$ cat src/rtl/rob_dual_commit.sv
module rob_dual_commit #(
  parameter int DEPTH  = 8,
  parameter int DATA_W = 32,
  parameter int REG_W  = 4,
  parameter int TAG_W  = $clog2(DEPTH)
) (
  input  logic              clk,
  input  logic              rst_n,
  input  logic              alloc_valid,
  input  logic [REG_W-1:0]  alloc_dest,
  input  logic              alloc_ret,
  output logic              alloc_ready,
  output logic [TAG_W-1:0]  alloc_tag,
  input  logic              wb0_valid,
  input  logic [TAG_W-1:0]  wb0_tag,
  input  logic [DATA_W-1:0] wb0_data,
  input  logic              wb1_valid,
  input  logic [TAG_W-1:0]  wb1_tag,
  input  logic [DATA_W-1:0] wb1_data,
  input  logic [TAG_W-1:0]  rd0_tag,
  output logic              rd0_ready,
  output logic [DATA_W-1:0] rd0_data,
  input  logic [TAG_W-1:0]  rd1_tag,
  output logic              rd1_ready,
  output logic [DATA_W-1:0] rd1_data,
  output logic              commit0_we,
  output logic [REG_W-1:0]  commit0_reg,
  output logic [DATA_W-1:0] commit0_data,
  output logic              commit1_we,
  output logic [REG_W-1:0]  commit1_reg,
  output logic [DATA_W-1:0] commit1_data,
  output logic              done
);
  localparam int PTR_W = TAG_W + 1;

  logic [PTR_W-1:0]  head_q, tail_q;
  logic [DEPTH-1:0]  vld_q, cmp_q, ret_q;
  logic [REG_W-1:0]  dst_q [DEPTH];
  logic [DATA_W-1:0] dat_q [DEPTH];
  logic              done_q;

  logic [TAG_W-1:0] h0, h1, t0;
  logic full, alloc_fire, take0, take1, halt_set;
  logic wb0_ok, wb1_ok;

  assign h0 = head_q[TAG_W-1:0];
  assign h1 = h0 + 1'b1;
  assign t0 = tail_q[TAG_W-1:0];

  assign full        = (head_q[TAG_W] != tail_q[TAG_W]) && (h0 == t0);
  assign alloc_ready = !full;
  assign alloc_tag   = t0;
  assign alloc_fire  = alloc_valid && !full;

  assign wb0_ok = wb0_valid && vld_q[wb0_tag];
  assign wb1_ok = wb1_valid && vld_q[wb1_tag];

  assign take0 = vld_q[h0] && cmp_q[h0] && !done_q;
  assign take1 = take0 && !ret_q[h0] && vld_q[h1] && cmp_q[h1];
  assign halt_set = (take0 && ret_q[h0]) || (take1 && ret_q[h1]);

  assign commit0_we   = take0 && !ret_q[h0];
  assign commit0_reg  = dst_q[h0];
  assign commit0_data = dat_q[h0];
  assign commit1_we   = take1 && !ret_q[h1];
  assign commit1_reg  = dst_q[h1];
  assign commit1_data = dat_q[h1];
  assign done         = done_q;

  always_comb begin
    rd0_ready = cmp_q[rd0_tag];
    rd0_data  = dat_q[rd0_tag];
    if (wb1_valid && wb1_tag == rd0_tag) begin
      rd0_ready = 1'b1;
      rd0_data  = wb1_data;
    end
    if (wb0_valid && wb0_tag == rd0_tag) begin
      rd0_ready = 1'b1;
      rd0_data  = wb0_data;
    end
  end

  always_comb begin
    rd1_ready = cmp_q[rd1_tag];
    rd1_data  = dat_q[rd1_tag];
    if (wb1_valid && wb1_tag == rd1_tag) begin
      rd1_ready = 1'b1;
      rd1_data  = wb1_data;
    end
    if (wb0_valid && wb0_tag == rd1_tag) begin
      rd1_ready = 1'b1;
      rd1_data  = wb0_data;
    end
  end

  always_ff @(posedge clk or negedge rst_n) begin
    if (!rst_n) begin
      head_q <= '0;
      tail_q <= '0;
      vld_q  <= '0;
      cmp_q  <= '0;
      ret_q  <= '0;
      done_q <= 1'b0;
    end else begin
      if (alloc_fire) begin
        vld_q[t0] <= 1'b1;
        cmp_q[t0] <= 1'b0;
        ret_q[t0] <= alloc_ret;
        tail_q    <= tail_q + 1'b1;
      end
      if (wb1_ok) cmp_q[wb1_tag] <= 1'b1;
      if (wb0_ok) cmp_q[wb0_tag] <= 1'b1;
      if (take0) begin
        vld_q[h0] <= 1'b0;
        cmp_q[h0] <= 1'b0;
      end
      if (take1) begin
        vld_q[h1] <= 1'b0;
        cmp_q[h1] <= 1'b0;
      end
      head_q <= head_q + PTR_W'(take0) + PTR_W'(take1);
      if (halt_set) done_q <= 1'b1;
    end
  end

  always_ff @(posedge clk) begin
    if (alloc_fire) dst_q[t0] <= alloc_dest;
    if (wb1_ok) dat_q[wb1_tag] <= wb1_data;
    if (wb0_ok) dat_q[wb0_tag] <= wb0_data;
  end
endmodule

$ cat config.mk
export PLATFORM = sky130hd
export DESIGN_NAME = rob_dual_commit
export DESIGN_NICKNAME = d
export VERILOG_FILES = /design/src/rtl/rob_dual_commit.sv
export SDC_FILE = /design/constraint.sdc
export NUM_CORES = 1
export LEC_CHECK = 0
export BUFFER_PORTS_ARGS = -buffer_cell sky130_fd_sc_hd__buf_4
export CELL_PAD_IN_SITES_DETAIL_PLACEMENT = 1
export CELL_PAD_IN_SITES_GLOBAL_PLACEMENT = 2
export CORE_UTILIZATION = 44
export DETAILED_ROUTE_END_ITERATION = 12
export MAX_ROUTING_LAYER = met4
export PLACE_DENSITY_LB_ADDON = 0.12
export SYNTH_ARGS = -nofsm -noshare
export SYNTH_HDL_FRONTEND = slang
export SYNTH_SLANG_ARGS = --single-unit
export TNS_END_PERCENT = 20
$ cat constraint.sdc
create_clock -name clk -period 7.1 [get_ports clk]
set_input_delay 0.71 -clock clk [delete_from_list [all_inputs] [get_ports clk]]
set_output_delay 0.71 -clock clk [all_outputs]
set_load 0.02 [all_outputs]
== Yosys cells after proc, flatten, opt, wreduce, memory -nomap -nowiden ==
Memory sizes are Yosys's and may differ from the RTL's.
Index checks and enable logic that the tools add are counted.

* Bitwise gates (word level): 11
* Equal/unequal tests: 6
* Add/sub/neg operators: 4
* Reduce and logical (&&, ||, !) cells: 26
* $lt $le $gt $ge: 12
* Mux-type cells: 53

{| class="wikitable"
|+ Operators with widths
! cell !! number
|-
| 32-bit 2-to-1 mux || 4
|-
| 8-bit 2-to-1 mux || 8
|-
| 8-bit bitwise AND || 5
|-
| 1-bit binary-select mux with 3-bit select || 10
|-
| 3-bit by 4-bit < comparator with 1-bit output, second input constant || 7
|-
| 1-bit 2-to-1 mux || 25
|-
| 8-bit NOT || 3
|-
| 8-bit bitwise OR || 3
|-
| 1-bit logical AND || 21
|-
| 1-bit demux with 3-bit select || 5
|-
| 3-bit == test || 5
|-
| 3-bit by 1-bit >= comparator with 1-bit output, second input constant || 5
|-
| 4-bit by 1-bit adder with 4-bit output || 2
|-
| 8-bit bitwise mux || 1
|-
| 4-bit by 1-bit adder with 4-bit output, second input constant || 1
|-
| 1-bit logical NOT || 4
|-
| 3-bit by 1-bit adder with 3-bit output, second input constant || 1
|-
| 1-bit logical OR || 1
|-
| 1-bit != test || 1
|}

* Bits in registers: 33
* Input port bits: 86
* Output and inout port bits: 145
* Memories kept: 2
* Logic and storage cells: 120
* RAM bits: 288

{| class="wikitable"
|+ Memories
! memory !! depth !! width !! rd ports !! clocked after Yosys merged registers in !! wr ports !! RTL line !! text
|-
| dat_q || 8 || 32 || 4 || 0 || 2 || 39 || <nowiki>logic [DATA_W-1:0] dat_q [DEPTH];</nowiki>
|-
| dst_q || 8 || 4 || 2 || 0 || 1 || 38 || <nowiki>logic [REG_W-1:0] dst_q [DEPTH];</nowiki>
|}

== Depth between registers and ports, before layout ==
* Depth after elaboration: 15
* Mapped depth: 13

== Least setup slack after synthesis ==
No wires, ideal clock.

* Kind: input-to-reg
* From: in wb1_tag[0]
* To: mem dat_q[0][0], enable pin
* Setup time: 0.472 ns
* Slack: 2.721 ns
* Arrival time: 3.907 ns
* Stages: 5
* Data required time: 6.628 ns
* Cell sequence: buf_4 mux2_2 mux4_2 nand3b_1 o31ai_1

{| class="wikitable"
|+ RTL lines
! item !! RTL line !! text
|-
| start, declared || 18 || <nowiki>input logic [TAG_W-1:0] wb1_tag,</nowiki>
|-
| end, declared || 39 ||
|}

== Final worst setup path ==
* From: reg head_q[0]
* To: out commit1_data[13]

* Cells in the longest elaborated chain, start to end: 2

{| class="wikitable"
|+ RTL lines
! item !! RTL line !! text
|-
| start, declared || 36 || <nowiki>logic [PTR_W-1:0] head_q, tail_q;</nowiki>
|-
| start signal, assigned || 121 || <nowiki>head_q <= head_q + PTR_W'(take0) + PTR_W'(take1);</nowiki>
|-
| 3-bit by 1-bit adder with 3-bit output || 47 || <nowiki>assign h1 = h0 + 1'b1;</nowiki>
|-
| memory read 8 x 32 bit || -- ||
|-
| end, declared || 31 || <nowiki>output logic [DATA_W-1:0] commit1_data,</nowiki>
|}

No other way between the ends.

==> implementation parameters <==
Parameter                              Value

Floorplan
  I/O pin total    231
  Die height    231 um
  Starting utilization of the core area    44.8%
  Site Rows    83
  Chip width    231 um
  Area of the core    51600 sq um
  Die Outline Area    53500 sq um

CTS
  Clk_lat worst skew    0.58 ns
  Number of clock sinks seen by CTS    321
  Number of buffers inserted during clock tree synthesis    40
  Maximum buffer depth of the clock tree    3
  Clock input transition at the sequential cells of the worst setup and hold paths    0.05 ns
  TritonCTS clock tree    done
  Setup bufs post-CTS    0
  Hold buffer count at CTS    0
  Number of gates resized after cts    0
  H-tree Lvls    2
  Root buffer selected by CTS    clkbuf_16

Route
  Number of vias after detailed routing    19441
  Initial DRC count    2058
  Post-DR wirelength/cell    34.5 um
  Routed wire length    95.6 mm
  Length of the first detailed-routing pass in iterations    5
  Number of nets still failing antenna checks after routing    0
  Routed vias/inst    7.01
  Count of unresolved DRC violations after routing    0

Timing
  Worst rel slew slack    9.61%
  RSZ-0062 raised after global routing    no
  Worst hold slack    0.0970 ns
  Setup violations, final    0
  Clock period minus final worst setup slack    5.08 ns
  Final TNS setup    0 ns
  Hold Vio Cnt, Final    0
  Max-slew violation count    0
  Max Clock Freq    197 MHz
  Final clock period utilization by the worst path    71.6%
  Setup skew after layout    0.0239 ns
  Slew at the pin with the worst max-slew slack    1.35 ns

Cells and area
  Number of cells in the finished layout apart from fillers    2774
  Most frequent cells in the layout    288 x edfxtp_1, 286 x buf_4, 281 x mux2_2
  Fraction of final layout cells with drive strength greater than 1    38.9%
  Combined flip-flop and latch cell area    9480 sq um
  Fill cell total of the finished layout    5300
  Synth-to-layout area growth    15.9%
  Most frequent standard cell in the layout excluding fill and tap cells    edfxtp_1
  Area occupied by multi-input gates    12800 sq um
  Nets    2152
  Final non-filler cell area    26800 sq um

Yosys
  Share of async-settable or async-resettable flops after synthesis    10.3%
  Mean post-synth cell area    11.9 sq um
  Most used flip-flop cell after synthesis    edfxtp_1
  Total of warnings raised by yosys    0
  Number of enable flip-flop cells after synthesis    288
  Synthesized netlist net count    2041
  Count of state elements after synthesis    321
  Number of unique standard cell types used by synthesis    61
  Post-synthesis sequential area ratio    41.0%
  Summed instance area of the synthesized netlist    23100 sq um
  Synthesized instance count    1951

Worst setup path
  Worst-case register-to-register setup slack    2.87 ns
  Register-to-Register Path Depth    12
  Critical register-to-register path startpoint    head_q[0]
  Maximum fanout count along the critical path    33
  Critical Path Source Type    flip-flop
  CP required    6.39 ns
  Data arrival, critical path    4.37 ns
  Worst reg2reg path endpoint    head_q[2]
  Critical path class    flip-flop to primary output
  Critical Path End Type    primary output

Status
  Outcome    completed

GRT
  GRT overflow    0
  Pin count of the biggest net entering global routing    66
  Number of antenna violations at the first check in global routing    0
  Via count of the first global-routing pass    19977
  Total Routing Usage GR    36.6%
  Global-route wire length before repair    138 mm

Placement
  Area after detailed placement    25400 sq um
  Routability cong.    0.860
  Placed instance count    2700
  Half-perimeter wire length of the detailed placement result    56.5 mm
  Port Buffer Count    230

Min path
  HP Class    input pin to async pin

Power
  Max rail drop VDD    0.000298 V
  Total leakage power    9.74 nW
  Sum of internal, switching and leakage power    11.1 mW
  Total power per unit cell area    414 nW/um^2

Flow run
  Max-cap violation count    0
cell families (layout without fill, tap and decap cells):
kind of cell | Yosys count | count (layout) | synth area share, %
AO/OA/AOI/OAI | 445 | 445 | 12.7
XOR/XNOR | 23 | 23 | 0.903
adder cells (fa/ha/maj) | 4 | 4 | 0.249
buffers and inverters | 236 | 378 | 4.39
flip-flops | 321 | 321 | 41.0
multiplexers | 571 | 571 | 33.8
other | 0 | 1 | 0
AND/OR/NAND/NOR | 351 | 351 | 6.96
Yosys cell counts, types with 3 or more instances:
| cell | number | area, sq um |
|---|---|---|
| edfxtp_1 | 288 | 8650 |
| buf_6 | 3 | 33.8 |
| a211oi_1 | 3 | 22.5 |
| dfrtp_1 | 33 | 826 |
| nand2_1 | 195 | 732 |
| a21o_1 | 4 | 30.0 |
| o21ai_0 | 161 | 806 |
| mux2_2 | 281 | 3160 |
| buf_1 | 48 | 180 |
| o221ai_1 | 30 | 263 |
| nor2_1 | 48 | 180 |
| inv_1 | 15 | 56.3 |
| o22ai_1 | 6 | 37.5 |
| nor2b_1 | 6 | 37.5 |
| mux2i_1 | 150 | 1500 |
| buf_4 | 8 | 60.1 |
| buf_2 | 59 | 295 |
| a22o_1 | 24 | 210 |
| ha_1 | 3 | 37.5 |
| a221oi_1 | 39 | 342 |
| mux4_2 | 140 | 3150 |
| o31ai_1 | 4 | 30.0 |
| nand3b_1 | 7 | 52.6 |
| a22oi_1 | 97 | 728 |
| o211ai_1 | 3 | 22.5 |
| nand4_1 | 21 | 131 |
| a31oi_1 | 22 | 138 |
| a21oi_1 | 37 | 185 |
| nor3_1 | 13 | 65.1 |
| xnor2_1 | 12 | 105 |
| nand3_1 | 24 | 120 |
| xor2_1 | 10 | 87.6 |
| and3_1 | 23 | 144 |
| clkbuf_1 | 100 | 375 |
stage by stage:
stage	setup slack (ns)	utilization, %
after floorplan	2.72	-
after global placement	2.80	49.2
after detailed placement	2.75	49.2
after CTS	2.13	51.9
after global routing	1.94	51.9
final	2.02	51.9
worst max path at each step:
stage,from,end,cells past startpoint
after floorplan,wb1_tag[0],dat_q[0][0],5
after global placement,rd1_tag[0],rd1_data[22],8
after detailed placement,head_q[0],commit1_data[28],8
after CTS,head_q[0],commit1_data[31],9
after global routing,head_q[0],commit1_data[31],9
final,head_q[0],commit1_data[13],7
worst max-delay path: stages, from the launching register on:
cell and delay [ns]:
dfrtp_4 0.66, inv_2 0.69, buf_4 0.49, nand2_1 0.18, nor2_2 1.07, a221oi_1 0.23
o221ai_1 0.25, buf_4 0.22
area by class of cell:
cell class,instances,share of cell area (%)
sequential,321,35.4
clock buffer,52,4.17
clock inverter,21,0.999
inverter,18,0.261
tap,680,3.17
timing repair buffer,287,8.09
multi-input combinational,1394,47.9
antenna,1,0.00934
where the power goes:
group	leakage [nW]	internal (mW)	switching (mW)
sequential	3.00	2.32	0.315
clock	0.673	1.33	0.851
combinational	6.07	2.29	4.00
total	9.74	5.94	5.16
metal layers:
layer / vias up / routed length [um] / share of wire, % / GRT usage (%)
li1: 7965 / - / - / -
met1: 10077 / 37400 / 39 / 46.3
met2: 1124 / 46200 / 48 / 58.4
met3: 275 / 7800 / 8.2 / 4.92
met4: 0 / 4160 / 4.4 / 16.6
met5: - / 0 / 0 / -
state kept, by name, indices dropped and copies added (netlist names):
register and cells:
tail_q 4, vld_q 8, done 1, ret_q 8, dst_q 32, head_q 4, cmp_q 8, dat_q 256
Power figures use the tool's default switching activity.
